==> config.mk <==
export PLATFORM = sky130hd
export DESIGN_NAME = wdog_keyed
export DESIGN_NICKNAME = d
export VERILOG_FILES = /design/src/rtl/wdog_pkg.sv /design/src/rtl/wdog_regs.sv /design/src/rtl/wdog_keyseq.sv /design/src/rtl/wdog_counter.sv /design/src/rtl/wdog_keyed.sv
export SDC_FILE = /design/constraint.sdc
export NUM_CORES = 1
export LEC_CHECK = 0
export ABC_AREA = 1
export BUFFER_PORTS_ARGS = -buffer_cell sky130_fd_sc_hd__buf_2
export CORE_MARGIN = 2
export CORE_UTILIZATION = 60
export CTS_BUF_LIST = sky130_fd_sc_hd__clkbuf_4 sky130_fd_sc_hd__clkbuf_8
export CTS_CLUSTER_DIAMETER = 60
export DETAILED_ROUTE_END_ITERATION = 10
export PLACE_DENSITY = 0.84
export SYNTH_ARGS = -nofsm -noshare
export SYNTH_HDL_FRONTEND = slang
export SYNTH_SLANG_ARGS = --single-unit
==> constraint.sdc <==
create_clock -name clk -period 4.3 [get_ports clk]
set_input_delay 0.43 -clock clk [delete_from_list [all_inputs] [get_ports clk]]
set_output_delay 0.43 -clock clk [all_outputs]
set_load 0.01 [all_outputs]
==> src/rtl/wdog_pkg.sv <==
`timescale 1ns/1ps
// Package: shared offsets, service keys, control bit positions and types
// for the keyed-service watchdog. Assumes a 32-bit little-endian data bus.
package wdog_pkg;

    // Register byte offsets
    localparam logic [3:0] OFF_RSVD = 4'h0;
    localparam logic [3:0] OFF_CTRL = 4'h4;
    localparam logic [3:0] OFF_CNT  = 4'h8;
    localparam logic [3:0] OFF_SVC  = 4'hC;

    // Service keys, accepted in this order only
    localparam logic [15:0] KEY_FIRST  = 16'h556C;
    localparam logic [15:0] KEY_SECOND = 16'hAA39;

    // Control word bit positions
    localparam int B_PRE = 0;
    localparam int B_SEL = 1;
    localparam int B_EN  = 2;
    localparam int B_FRZ = 3;
    localparam int B_CAUSE = 16;   // cause flag inside the count word

    localparam logic [31:0] CTRL_RST  = 32'hFFFF_0007;
    localparam logic [31:0] CTRL_MASK = 32'hFFFF_000F;

    typedef struct packed {
        logic [15:0] reload;
        logic        freeze;
        logic        enable;
        logic        rst_sel;
        logic        pre_en;
    } wd_cfg_t;

    typedef enum logic {
        KS_IDLE  = 1'b0,
        KS_ARMED = 1'b1
    } key_state_t;

endpackage

==> src/rtl/wdog_regs.sv <==
`timescale 1ns/1ps
// Register file: write-once control word with byte lanes, the sticky
// reset-cause flag, service-write decode and the read mux.
// Assumes word-aligned byte addresses and single-cycle write strobes.
module wdog_regs
    import wdog_pkg::*;
#(
    parameter int ADDR_W = 4
) (
    input  logic              clk,
    input  logic              rst_n,
    input  logic [ADDR_W-1:0] addr,
    input  logic              we,
    input  logic [3:0]        strb,
    input  logic [31:0]       wdata,
    input  logic [15:0]       cnt,
    input  logic              trip_rst,
    output wd_cfg_t           cfg,
    output logic              svc_wr,
    output logic [15:0]       svc_key,
    output logic [31:0]       rdata
);

    logic [31:0] ctrl_q;
    logic        lock_q;
    logic        cause_q;
    logic        ctrl_wr;
    logic        cause_clr;
    logic [31:0] ctrl_eff;

    assign ctrl_wr   = we && (addr == ADDR_W'(OFF_CTRL)) && (strb != 4'b0000);
    assign cause_clr = we && (addr == ADDR_W'(OFF_CNT)) && strb[2] && wdata[B_CAUSE];
    assign svc_wr    = we && (addr == ADDR_W'(OFF_SVC)) && (strb[3:2] == 2'b11);
    assign svc_key   = wdata[31:16];
    assign ctrl_eff  = ctrl_q & CTRL_MASK;

    // Expose the effective configuration as named fields
    always_comb begin
        cfg.reload  = ctrl_eff[31:16];
        cfg.freeze  = ctrl_eff[B_FRZ];
        cfg.enable  = ctrl_eff[B_EN];
        cfg.rst_sel = ctrl_eff[B_SEL];
        cfg.pre_en  = ctrl_eff[B_PRE];
    end

    // Control word: the first write merges strobed lanes, then locks
    always_ff @(posedge clk) begin
        if (!rst_n) begin
            ctrl_q <= CTRL_RST;
            lock_q <= 1'b0;
        end else if (ctrl_wr && !lock_q) begin
            for (int b = 0; b < 4; b++) begin
                if (strb[b]) ctrl_q[8*b +: 8] <= wdata[8*b +: 8];
            end
            lock_q <= 1'b1;
        end
    end

    // Sticky cause flag: set by a reset-mode trip, cleared by writing one
    always_ff @(posedge clk) begin
        if (!rst_n)          cause_q <= 1'b0;
        else if (trip_rst)   cause_q <= 1'b1;
        else if (cause_clr)  cause_q <= 1'b0;
    end

    // Read mux over the register map
    always_comb begin
        unique case (addr)
            ADDR_W'(OFF_CTRL): rdata = ctrl_eff;
            ADDR_W'(OFF_CNT):  rdata = {15'd0, cause_q, cnt};
            default:           rdata = 32'd0;
        endcase
    end

    assert_ctrl_locked_R4: assert property (@(posedge clk) disable iff (!rst_n)
        $past(lock_q) |-> $stable(ctrl_q));

    assert_cause_set_by_trip_R8: assert property (@(posedge clk) disable iff (!rst_n)
        $rose(cause_q) |-> $past(trip_rst));

    assert_cause_clear_by_write_R8: assert property (@(posedge clk) disable iff (!rst_n)
        $fell(cause_q) |-> $past(we && strb[2] && wdata[B_CAUSE]));

endmodule

==> src/rtl/wdog_keyseq.sv <==
`timescale 1ns/1ps
// Service key sequencer: recognises the first key followed directly by the
// second key. Any other service write returns it to waiting for the first.
// Assumes svc_wr is already qualified by address and strobes.
module wdog_keyseq
    import wdog_pkg::*;
(
    input  logic        clk,
    input  logic        rst_n,
    input  logic        svc_wr,
    input  logic [15:0] svc_key,
    output logic        svc_ok
);

    key_state_t state_q;

    assign svc_ok = svc_wr && (state_q == KS_ARMED) && (svc_key == KEY_SECOND);

    // Track whether the first key was the most recent service write
    always_ff @(posedge clk) begin
        if (!rst_n) begin
            state_q <= KS_IDLE;
        end else if (svc_wr) begin
            if (state_q == KS_IDLE && svc_key == KEY_FIRST) state_q <= KS_ARMED;
            else                                            state_q <= KS_IDLE;
        end
    end

    assert_no_back_to_back_service_R9: assert property (@(posedge clk) disable iff (!rst_n)
        svc_ok |=> !svc_ok);

endmodule

==> src/rtl/wdog_counter.sv <==
`timescale 1ns/1ps
// Down-counter with optional prescaler, freeze and expiry outputs.
// Trips once when the count is zero while running; a reset-mode trip
// pulses rst_req for PULSE cycles, an interrupt-mode trip holds irq until service.
// Assumes PRE_LOG2 >= 1 and PULSE >= 1.
module wdog_counter
    import wdog_pkg::*;
#(
    parameter int PRE_LOG2 = 16,
    parameter int PULSE    = 16
) (
    input  logic        clk,
    input  logic        rst_n,
    input  wd_cfg_t     cfg,
    input  logic        svc_ok,
    input  logic        dbg_halt,
    output logic [15:0] cnt,
    output logic        rst_req,
    output logic        irq,
    output logic        trip_rst
);

    localparam int PW = $clog2(PULSE + 1);

    logic [PRE_LOG2-1:0] pre_q;
    logic [15:0]         cnt_q;
    logic                tripped_q;
    logic [PW-1:0]       pulse_q;
    logic                irq_q;
    logic                hold;
    logic                tick;
    logic                expire;

    assign hold     = !cfg.enable || (cfg.freeze && dbg_halt);
    assign tick     = cfg.pre_en ? (&pre_q) : 1'b1;
    assign expire   = !svc_ok && !hold && (cnt_q == 16'd0) && !tripped_q;
    assign trip_rst = expire && cfg.rst_sel;
    assign cnt      = cnt_q;
    assign rst_req  = (pulse_q != '0);
    assign irq      = irq_q;

    // Prescaler and count: reload on service, otherwise step while running
    always_ff @(posedge clk) begin
        if (!rst_n) begin
            pre_q     <= '0;
            cnt_q     <= 16'hFFFF;
            tripped_q <= 1'b0;
        end else if (svc_ok) begin
            pre_q     <= '0;
            cnt_q     <= cfg.reload;
            tripped_q <= 1'b0;
        end else if (!hold) begin
            if (cfg.pre_en)                  pre_q <= pre_q + PRE_LOG2'(1);
            if (tick && cnt_q != 16'd0)      cnt_q <= cnt_q - 16'd1;
            if (expire)                      tripped_q <= 1'b1;
        end
    end

    // Reset-request pulse stretcher
    always_ff @(posedge clk) begin
        if (!rst_n)                     pulse_q <= '0;
        else if (trip_rst)              pulse_q <= PW'(PULSE);
        else if (pulse_q != '0)         pulse_q <= pulse_q - PW'(1);
    end

    // Interrupt: set on an interrupt-mode trip, cleared by a valid service
    always_ff @(posedge clk) begin
        if (!rst_n)                     irq_q <= 1'b0;
        else if (svc_ok)                irq_q <= 1'b0;
        else if (expire && !cfg.rst_sel) irq_q <= 1'b1;
    end

    assert_service_reloads_R3: assert property (@(posedge clk) disable iff (!rst_n)
        svc_ok |=> (cnt_q == $past(cfg.reload)));

    assert_irq_only_in_irq_mode_R7: assert property (@(posedge clk) disable iff (!rst_n)
        $rose(irq_q) |-> $past(!cfg.rst_sel));

    assert_rst_only_in_rst_mode_R7: assert property (@(posedge clk) disable iff (!rst_n)
        $rose(rst_req) |-> $past(cfg.rst_sel));

    assert_hold_keeps_count_R10: assert property (@(posedge clk) disable iff (!rst_n)
        (hold && !svc_ok) |=> $stable(cnt_q));

    assert_no_underflow_R12: assert property (@(posedge clk) disable iff (!rst_n)
        (cnt_q == 16'd0 && !svc_ok) |=> (cnt_q == 16'd0));

endmodule

==> src/rtl/wdog_keyed.sv <==
`timescale 1ns/1ps
// Top of the keyed-service watchdog: ties the register file, the key
// sequencer and the counter together. rst_n is the power-on reset only,
// so the cause flag survives the system reset this block requests.
module wdog_keyed
    import wdog_pkg::*;
#(
    parameter int ADDR_W    = 4,
    parameter int PRE_LOG2  = 16,
    parameter int RST_PULSE = 16
) (
    input  logic              clk,
    input  logic              rst_n,
    input  logic [ADDR_W-1:0] bus_addr,
    input  logic              bus_we,
    input  logic [3:0]        bus_strb,
    input  logic [31:0]       bus_wdata,
    output logic [31:0]       bus_rdata,
    input  logic              dbg_halt,
    output logic              wdt_rst_req,
    output logic              wdt_irq
);

    wd_cfg_t     cfg;
    logic        svc_wr;
    logic [15:0] svc_key;
    logic        svc_ok;
    logic [15:0] cnt;
    logic        trip_rst;

    wdog_regs #(.ADDR_W(ADDR_W)) u_regs (
        .clk      (clk),
        .rst_n    (rst_n),
        .addr     (bus_addr),
        .we       (bus_we),
        .strb     (bus_strb),
        .wdata    (bus_wdata),
        .cnt      (cnt),
        .trip_rst (trip_rst),
        .cfg      (cfg),
        .svc_wr   (svc_wr),
        .svc_key  (svc_key),
        .rdata    (bus_rdata)
    );

    wdog_keyseq u_keys (
        .clk     (clk),
        .rst_n   (rst_n),
        .svc_wr  (svc_wr),
        .svc_key (svc_key),
        .svc_ok  (svc_ok)
    );

    wdog_counter #(.PRE_LOG2(PRE_LOG2), .PULSE(RST_PULSE)) u_cnt (
        .clk      (clk),
        .rst_n    (rst_n),
        .cfg      (cfg),
        .svc_ok   (svc_ok),
        .dbg_halt (dbg_halt),
        .cnt      (cnt),
        .rst_req  (wdt_rst_req),
        .irq      (wdt_irq),
        .trip_rst (trip_rst)
    );

endmodule

==> summary.md <==
| Metric | Value |
|---|---|
| Status | finished with violations |
| Deepest clock path buffer count | 2 |
| Met1 Use GR | between 30% and 40% |
| Required @ worst endpoint | 3870 ps |
| Pwr Density | 342 nW/um^2 |
| Area growth from synthesis to layout | 14.5% |
| Mean Syn Cell Area | between 6 and 7 sq um |
| CTS Hold Bufs | 0 |
| Met2 GRT Util | around half |
| Initial Utilization | 63.0% |
| Busiest layer in global routing | met2 |
| Fin. Hold Viols | 0 |
| Skew-Pair Late Insertion Delay | approximately 350 ps |
| Crit end category | primary output |
| VDD IR max | approximately 0.38 mV |
| FFs w/ async S/R, synth | 0% |
| Most frequent cell on the critical path | buf_2 |
| Hold Slack | slightly above 300 ps |
| Die W | between 80 and 90 um |
| Final GP Congestion | about 0.89 |
| R2R setup slack | ~2500 ps |
| Remaining Overflow, GRT | 0 |
| Crit path from | bus_addr[1] |
| GR Util met3 | ~5.4% |
| Setup violations, final | 0 |
| Compound-gate portion of the synthesized area | a little under a tenth |
| Final net count | just under 700 |
| Vert. Die Dim | 83.5 um |
| Synth unique cells | 39 |
| Worst Hold Class | primary input to register |
| TritonCTS clock tree | yes |
| Predominant post-synthesis flop cell | dfxtp_1 |
| Antenna violations before repair | 0 |
| Dpl hpwl | slightly above 7 mm |
| CTS buffer count | 9 |
| Maxcap violations | 0 |
| Yosys warns | 0 |
| Fill cell total of the finished layout | around 540 |
| Port bufs | 65 |
| Mux cell area share after synthesis | less than 1% |
| Antenna diodes | 0 |
| Cell Rows | 28 |
| FF-to-FF Start | u_cnt.pre_q[0] |
| GR Util All Layers | between 20% and 30% |
| Fin crit period | between 2000 and 2500 ps |
| Worst Hold Launch | bus_wdata[2] |
| Worst-Margin Slew | just over 600 ps |
| Register area share after synthesis | approximately 33% |
| XOR/XNOR Fraction of Synth Area | 3.92% |
| Avg Vias per Cell | between 5 and 6 |
| Largest net degree at the start of global routing | 32 |
| Top cells by area, synth | dfxtp_1 33%, nand2_1 10%, inv_1 9.1% |
| Setup crit start kind | primary input |
| LEAKAGE | about 0.0023 uW |
| IO Count | 78 |
| Rel. slew slack | 59.6% |
| Failing checks | design-rule violations |
| Yosys top cell area share | 32.7% |
| Clock Sinks | just over 60 |
| Syn nets | between 600 and 700 |
| Worst endpoint data arrival time | between 2000 and 2500 ps |
| Clock skew | roughly 7.5 ps |
| 1st-iter DRT viols | approximately 250 |
| Router iterations before antenna repair | 8 |
| Post-synth top area cell | dfxtp_1 |
| Post-cts resize count | 0 |
| Crit Path Max Fanout | 19 |
| Post-Synth Simple-Gate Area | 40.2% |
| Final Max Tran Viols | 0 |
| Die area | about 7000 sq um |
| Post-Syn Area | 3800 sq um |
| Setup Buffers After CTS | 0 |
| Post-synthesis instance total | a little under 600 |
| Worst path slowest cell | clkinv_1 |
| Post-route DRC violation count | 1 |
| Largest family of logic cells by synthesized area | simple AND/OR/NAND/NOR gates |
| H-tree Lvls | 3 |
| Max stage delay on crit path | roughly 510 ps |
| Layout cells sized above 1 | between 10% and 20% |
| Critical-path cell list | buf_2 > nor2_2 > inv_2 > nor3_4 > clkinv_1 > o21ai_0 > buf_2 |
| Synth Area in Adders | 1.65% |
| Post-route ant nets | 0 |
| CORE AREA | about 6000 sq um |
| Kind of critical path | primary input to primary output |
| Fmax | approximately 410 MHz |
| Final Util | 72.1% |
| Root Driver | clkbuf_8 |
| Yosys reg bits | 62 |
| Drt wl/cell | between 10 and 15 um |
| Period utilization | between 50% and 60% |
| RSZ-0062 raised after global routing | false |
| Routed vias | 4002 |
| Post-Route WL | between 9 and 10 mm |
| Clock edge transition at the registers on the reported setup and hold paths | ~70 ps |
| Vias in the first global route | around 3600 |
| Fin Setup TNS | 0 ps |
| Number of flops mapped to enable cells by yosys | 0 |
| Pwr Total | approximately 1500 uW |
| First-pass GRT wire length | roughly 16 mm |
-- stage by stage --
| step | instance area (sq um) | setup slack, ps | std cells |
|---|---|---|---|
| 3_5_place_dp | 4110 | 1860 | 704 |
| 4_1_cts | 4350 | 1850 | 720 |
| 2_1_floorplan | 3800 | 2450 | 580 |
| 3_3_place_gp | 4110 | 1860 | 704 |
| 5_1_grt | 4350 | 1630 | 720 |
| 6_report | 4350 | 1840 | 720 |
-- cells by family after synthesis --
logic type	Yosys count
AND/OR/NAND/NOR	321
buffers and inverters	111
AO/OA/AOI/OAI	63
flip-flops	62
XOR/XNOR	17
adder cells (fa/ha/maj)	5
multiplexers	1
-- worst paths after layout --
| kind | end | depth (start not counted) |
|---|---|---|
| worst min-delay path | u_regs.ctrl_q[2] | 3 |
| worst min register to register | u_cnt.irq | 2 |
| worst max-delay path | bus_rdata[16] | 7 |
| worst max register to register | u_cnt.cnt[5] | 8 |
-- critical path: cells and delay by family --
| kind | cells | cell delay, ps |
|---|---|---|
| compound gates | 1 | 390 |
| simple gates | 2 | 360 |
| buf+inv | 4 | 850 |
-- sequential cells by signal, summed over array words and instances, names as in the netlist --
register and flops:
u_regs.ctrl_q 20, u_cnt.cnt 16, u_cnt.pre_q 16, u_cnt.pulse_q 5, u_cnt.irq 1, u_cnt.tripped_q 1
u_keys.state_q 1, u_regs.cause_q 1, u_regs.lock_q 1
-- report_power, final --
| part | leakage, uW | switching, uW | internal, uW |
|---|---|---|---|
| Clock | 0.000123 | 227 | 380 |
| Sequential | 0.000503 | 18.2 | 604 |
| Combinational | 0.00168 | 161 | 97.3 |
| Total | 0.00230 | 406 | 1080 |
-- cell type report --
| type | instances | area [sq um] | area share [%] |
|---|---|---|---|
| Inverter | 95 | 357 | 8.20 |
| Sequential cell | 62 | 1240 | 28.6 |
| Clock inverter | 3 | 65.1 | 1.50 |
| Tap cell | 75 | 93.8 | 2.16 |
| Timing Repair Buffer | 65 | 325 | 7.48 |
| Clock buffer | 13 | 173 | 3.97 |
| Multi-Input combinational cell | 407 | 2090 | 48.1 |
-- Yosys cell counts (2+ instances only) --
library cell,count
a21oi_1,27
buf_2,7
buf_4,2
buf_6,4
clkbuf_1,3
clkinv_1,2
dfxtp_1,62
ha_1,5
inv_1,92
nand2_1,103
nand2_2,3
nand3_1,69
nand3b_1,12
nand4_1,10
nor2_1,91
nor2_2,3
nor2_4,5
nor2_8,2
nor3_1,13
nor3_2,2
nor4_1,2
o211ai_1,3
o21ai_0,22
o21ai_1,4
o22ai_1,3
xnor2_1,3
xor2_1,14
-- placed cells by master, fill, tap and decap left out, types with 12 or more instances in the layout --
master | netlist | final
nand3b_1 | 12 | 12
xor2_1 | 14 | 14
nand2_1 | 103 | 103
o21ai_0 | 22 | 22
dfxtp_1 | 62 | 62
clkbuf_8 | 0 | 12
buf_2 | 7 | 65
nor3_1 | 13 | 13
inv_1 | 92 | 92
nand3_1 | 69 | 69
nor2_1 | 91 | 91
a21oi_1 | 27 | 27
-- routing by layer --
metal  wire length (um)  part of all wire (%)  up-vias
li1                   -                     -     1971
met1               4010                    41     1843
met2               4900                    50      154
met3                577                   5.9       34
met4                318                   3.2        0
met5                  0                     0        -
(Power assumes the default switching activity.)
